--- src/rtl/ar_pkg.sv ---
package ar_pkg;
  typedef enum logic [1:0] {
    SZ_B = 2'b00,
    SZ_W = 2'b01,
    SZ_D = 2'b10,
    SZ_Q = 2'b11
  } opsz_e;
endpackage

--- src/rtl/ar_legal.sv ---
// Decides whether an index/size/high-select combination is a legal operand.
module ar_legal #(
  parameter int IDXW    = 4,
  parameter int HI_REGS = 4
) (
  input  logic [IDXW-1:0] idx,
  input  logic [1:0]      size,
  input  logic            hi,
  output logic            ok
);
  import ar_pkg::*;
  always_comb begin
    ok = 1'b1;
    if (hi) begin
      if (int'(idx) >= HI_REGS) ok = 1'b0;
      if (opsz_e'(size) != SZ_B) ok = 1'b0;
    end
  end
endmodule

--- src/rtl/ar_merge.sv ---
// Combines incoming write data with the old register value per width rules.
module ar_merge #(
  parameter int XLEN = 64
) (
  input  logic [XLEN-1:0] old_val,
  input  logic [XLEN-1:0] data,
  input  logic [1:0]      size,
  input  logic            hi,
  output logic [XLEN-1:0] merged
);
  import ar_pkg::*;
  localparam int BW = XLEN / 8;
  localparam int WW = XLEN / 4;
  localparam int DW = XLEN / 2;

  always_comb begin
    merged = old_val;
    case (opsz_e'(size))
      SZ_B: begin
        if (hi) merged[2*BW-1:BW] = data[BW-1:0];
        else    merged[BW-1:0]    = data[BW-1:0];
      end
      SZ_W:    merged[WW-1:0] = data[WW-1:0];
      SZ_D:    merged = {{(XLEN-DW){1'b0}}, data[DW-1:0]};
      default: merged = data;
    endcase
  end
endmodule

--- src/rtl/ar_extract.sv ---
// Selects the read field and zero-extends it to full width.
module ar_extract #(
  parameter int XLEN = 64
) (
  input  logic [XLEN-1:0] value,
  input  logic [1:0]      size,
  input  logic            hi,
  input  logic            ok,
  output logic [XLEN-1:0] field
);
  import ar_pkg::*;
  localparam int BW = XLEN / 8;
  localparam int WW = XLEN / 4;
  localparam int DW = XLEN / 2;

  always_comb begin
    field = '0;
    if (ok) begin
      case (opsz_e'(size))
        SZ_B: begin
          if (hi) field[BW-1:0] = value[2*BW-1:BW];
          else    field[BW-1:0] = value[BW-1:0];
        end
        SZ_W:    field[WW-1:0] = value[WW-1:0];
        SZ_D:    field[DW-1:0] = value[DW-1:0];
        default: field = value;
      endcase
    end
  end
endmodule

--- src/rtl/alias_regfile.sv ---
module alias_regfile #(
  parameter int XLEN    = 64,
  parameter int NREG    = 16,
  parameter int HI_REGS = 4
) (
  input  logic                     clk,
  input  logic                     rst,
  input  logic                     wr_en,
  input  logic [$clog2(NREG)-1:0]  wr_idx,
  input  logic [1:0]               wr_size,
  input  logic                     wr_hi,
  input  logic [XLEN-1:0]          wr_data,
  output logic                     wr_illegal,
  input  logic [$clog2(NREG)-1:0]  rd0_idx,
  input  logic [1:0]               rd0_size,
  input  logic                     rd0_hi,
  output logic [XLEN-1:0]          rd0_data,
  output logic                     rd0_illegal,
  input  logic [$clog2(NREG)-1:0]  rd1_idx,
  input  logic [1:0]               rd1_size,
  input  logic                     rd1_hi,
  output logic [XLEN-1:0]          rd1_data,
  output logic                     rd1_illegal
);
  localparam int IDXW = $clog2(NREG);
  localparam int NRD  = 2;

  logic [XLEN-1:0]      regs_q [NREG];
  logic [NREG*XLEN-1:0] regs_flat;
  logic                 wr_legal;
  logic                 wr_ok;
  logic [XLEN-1:0]      wr_merged;

  // write path
  ar_legal #(.IDXW(IDXW), .HI_REGS(HI_REGS)) u_wr_legal (
    .idx(wr_idx), .size(wr_size), .hi(wr_hi), .ok(wr_legal)
  );

  ar_merge #(.XLEN(XLEN)) u_merge (
    .old_val(regs_q[wr_idx]), .data(wr_data), .size(wr_size),
    .hi(wr_hi), .merged(wr_merged)
  );

  assign wr_ok      = wr_en & wr_legal;
  assign wr_illegal = wr_en & ~wr_legal;

  for (genvar r = 0; r < NREG; r++) begin : g_reg
    always_ff @(posedge clk) begin
      if (rst)                            regs_q[r] <= '0;
      else if (wr_ok && int'(wr_idx) == r) regs_q[r] <= wr_merged;
    end
    assign regs_flat[r*XLEN +: XLEN] = regs_q[r];
  end

  // read ports
  logic [IDXW-1:0] rp_idx  [NRD];
  logic [1:0]      rp_size [NRD];
  logic            rp_hi   [NRD];
  logic [XLEN-1:0] rp_data [NRD];
  logic            rp_ok   [NRD];

  assign rp_idx[0] = rd0_idx;  assign rp_size[0] = rd0_size;  assign rp_hi[0] = rd0_hi;
  assign rp_idx[1] = rd1_idx;  assign rp_size[1] = rd1_size;  assign rp_hi[1] = rd1_hi;

  for (genvar p = 0; p < NRD; p++) begin : g_rd
    logic [XLEN-1:0] src;
    ar_legal #(.IDXW(IDXW), .HI_REGS(HI_REGS)) u_rd_legal (
      .idx(rp_idx[p]), .size(rp_size[p]), .hi(rp_hi[p]), .ok(rp_ok[p])
    );
    // write-first bypass
    assign src = (wr_ok && wr_idx == rp_idx[p]) ? wr_merged : regs_q[rp_idx[p]];
    ar_extract #(.XLEN(XLEN)) u_ext (
      .value(src), .size(rp_size[p]), .hi(rp_hi[p]), .ok(rp_ok[p]),
      .field(rp_data[p])
    );
  end

  assign rd0_data    = rp_data[0];
  assign rd1_data    = rp_data[1];
  assign rd0_illegal = ~rp_ok[0];
  assign rd1_illegal = ~rp_ok[1];
endmodule

--- config.mk ---
export PLATFORM = sky130hd
export DESIGN_NAME = alias_regfile
export DESIGN_NICKNAME = d
export VERILOG_FILES = /design/src/rtl/ar_pkg.sv /design/src/rtl/ar_legal.sv /design/src/rtl/ar_merge.sv /design/src/rtl/ar_extract.sv /design/src/rtl/alias_regfile.sv
export SDC_FILE = /design/constraint.sdc
export NUM_CORES = 2
export LEC_CHECK = 0
export CAP_MARGIN = 20
export CORE_MARGIN = 8
export CORE_UTILIZATION = 38
export DETAILED_ROUTE_END_ITERATION = 16
export PLACE_DENSITY_LB_ADDON = 0.05
export REMOVE_ABC_BUFFERS = 1
export SLEW_MARGIN = 0
export SYNTH_ARGS = -nofsm -noshare
export SYNTH_HDL_FRONTEND = slang
export SYNTH_HIERARCHICAL = 1
export SYNTH_SLANG_ARGS = --single-unit
--- constraint.sdc ---
create_clock -name clk -period 17.45 [get_ports clk]
set_input_delay 3.49 -clock clk [delete_from_list [all_inputs] [get_ports clk]]
set_output_delay 3.49 -clock clk [all_outputs]
set_load 0.05 [all_outputs]
==> qor.csv <==
stage,metric,value,unit
run_status,status,"finished, final reports clean",
clock_network,cts_tree,built,
place,placed_cells,6283,
clock_network,insertion_delay,0.77,ns
pwr,power_leakage,25.3,nW
place,finalWeightedCongestion,0.782,
finish,stdcell_count,6541,
finish,fillers,15111,
route,via_per_inst,6.36,
route,routed-wl-met3,16900,µm
worst_hold_path,hold_path_class,register to register,
logic_synthesis,syn-instance-count,4161,
floorplanning,placeableCoreArea,169000,µm²
critical_path,timing.reg2reg.setup_slack,14.95,ns
finish,multi_input_comb_area,31600,µm²
timing,setup_viol_count_final,0,
clock_network,clkSlewWorstSetupHoldPaths,0.06,ns
finish,finish.net_count,4286,
timing,report.final.slew_viol_count,0,
logic_synthesis,postSynth.asyncResetShare,0,
route,detail-route-antenna-nets,0,
clock_network,numCtsBuffers,131,
place,port-buffer-count,218,
global_route,grt_max_degree,81,
clock_network,post-cts-setup-buffer-count,0,
pwr,finalPower,6.54,mW
critical_path,critPathLaunchType,primary input,
route,drt_drc_violations_left,0,
finish,final_core_utilization,0.431,
place,place_area,68500,µm²
global_route,grt_antenna_before_repair,19,
route,number_of_search_and_repair_iterations_in_the_first_detailed_routing_pass,6,
timing,hold_ws,1.39,ns
pwr,vdd_drop_max,103,µV
global_route,global_route_wire_length_before_repair,356000,µm
critical_path,worst-setup-path-type,primary input to output port,
logic_synthesis,post_synth_edffs,1024,
floorplanning,floorplan.rows,151,
timing,final_hold_viol_count,0,
finish,finalInstanceArea,72600,µm²
logic_synthesis,synth.yosys.seq_area_share,0.479,
global_route,vias_in_the_first_global_route,43202,
route,drt_iter0_drc,4827,
floorplanning,die_area,182000,µm²
route,wl_per_cell,39.3,µm
critical_path,crit_path_max_fanout,39,
clock_network,holdBufCountCts,0,
timing,finalWorstSetupSlack,5.28,ns
finish,regArea,30700,µm²
timing,timing.setup.tns,0,ns
logic_synthesis,netlist-cell-type-count,42,
critical_path,timing.critical_path.to_type,output port,
timing,worst-slew-pin-transition,1.18,ns
finish,syn_to_final_growth,13.1,%
floorplanning,design.portCount,219,
logic_synthesis,synth_top_flop_cell,edfxtp_1,
finish,largest_registers,regs_q x1024,
clock_network,clock_tree_root_buffer_cell,clkbuf_16,
timing,finalWorstPathRequiredPeriod,12.17,ns
logic_synthesis,synth.ff_latch_count,1024,
route,met2WireLength,125000,µm
critical_path,worst_ep_arrival_time,8.68,ns
logic_synthesis,postSynthAreaPerCell,15.4,µm²
finish,largest_register,regs_q,
clock_network,ctsHtreeMaxLevel,4,
critical_path,worst-endpoint-required,13.96,ns
floorplanning,die-height,427,µm
global_route,grtUsageTotal,0.280,
floorplanning,die_width,427,µm
logic_synthesis,synth.yosys.warnings,6,
route,routed-via-count,41573,
finish,drive_gt1_frac,0.324,
timing,maximum_achievable_frequency,82.1,MHz
timing,grt_setup_unrepaired,false,
timing,post_route_clock_period_utilization,0.698,
timing,slew_headroom,0.213,
route,top_signal_layer_used,met4,
finish,largest_register_ffs,1024,
clock_network,deepest_clock_path_buffer_count,3,
floorplanning,start_util,0.381,
pwr,p_per_area,90.1,nW/µm²
global_route,grt_remaining_overflow,0,
route,met1Wirelength,104000,µm
job,drv.max_cap_violation_count,0,
logic_synthesis,synthesis.area,64200,µm²
place,detailedPlace.worstSlack,5.23,ns
timing,finClkSkew,0.0216,ns
place,hpwlAfterDp,141000,µm
clock_network,cts.sinks,1024,
route,drt-total-wl,257000,µm
clock_network,postCtsResizedCells,0,
==> metal layers <==
layer,GRT usage,up-vias
met5,0,-
met4,0.120,0
met3,0.0414,492
met2,0.464,1964
met1,0.369,22383
li1,-,16734
==> kinds of logic (layout without fill, tap and decap cells) <==
logic type      after synthesis  in the layout  synth area share
compound gates              325            325            0.0380
flops                      1024           1024             0.479
simple gates               1342           1342             0.126
buf+inv                     455            593            0.0335
other cells                   0             24                 0
mux                        1009           1009             0.323
xor+xnor                      6              6          0.000819
==> worst paths after layout <==
check                      start              to  cells past startpoint
setup / recovery       wr_idx[3]    rd0_data[62]                      8
hold / removal    regs_q[15][22]  regs_q[12][22]                      4
setup reg to reg   regs_q[7][62]   regs_q[3][62]                      4
hold reg to reg   regs_q[15][22]  regs_q[12][22]                      4
==> power breakdown <==
| part | internal (mW) | switching [mW] | leakage (nW) | total, mW |
|---|---|---|---|---|
| clock | 1.53 | 1.11 | 1.99 | 2.64 |
| sequential | 2.80 | 0.0645 | 10.6 | 2.87 |
| combinational | 0.417 | 0.616 | 12.7 | 1.03 |
| total | 4.75 | 1.79 | 25.3 | 6.54 |
==> layout by cell type (no fill, tap or decap), types with 3 or more instances in the layout <==
cell type,instances
a22o_1,32
a22oi_1,254
and2_1,1090
and2_2,14
and2_4,3
and3_1,20
and3_2,12
buf_12,3
buf_2,3
buf_4,129
buf_8,6
bufinv_16,7
clkbuf_1,22
clkbuf_16,137
clkdlybuf4s50_1,208
clkinv_1,30
clkinv_2,28
clkinvlp_4,5
diode_2,24
edfxtp_1,1024
inv_1,5
inv_6,4
mux2_2,151
mux2i_1,24
mux4_2,832
nand2_1,162
nor2_4,18
nor2b_4,4
o21ai_0,13
o21ai_1,3
o21ai_4,12
o31ai_4,4
or3_1,3
xnor2_1,5
==> cell usage after synthesis, drive strengths merged, types with 24 or more instances <==
cell / count / area, µm²
and2: 1107 / 6940
edfxtp: 1024 / 30700
mux4: 833 / 18800
clkbuf: 271 / 1040
a22oi: 254 / 1910
buf: 177 / 1080
nand2: 162 / 608
mux2: 152 / 1720
and3: 34 / 238
a22o: 32 / 280
o21ai: 28 / 140
mux2i: 24 / 240
==> worst max-delay path, stage by stage <==
cell and delay [ns]:
clkdlybuf4s50_1 0.95, inv_8 0.83, buf_4 0.83, mux4_2 0.59
a22o_1 0.57, mux2_4 0.42, and2_1 0.21, clkdlybuf4s50_1 0.73
==> layout make-up <==
class,count,area share
multi-input cells,2682,0.436
flip-flops and latches,1024,0.424
well taps,2218,0.0382
diodes,24,0.000828
inverters,7,0.000466
repair buffers,352,0.0450
clock buffers,159,0.0484
clock inverters,75,0.00750
(Power assumes the default switching activity.)
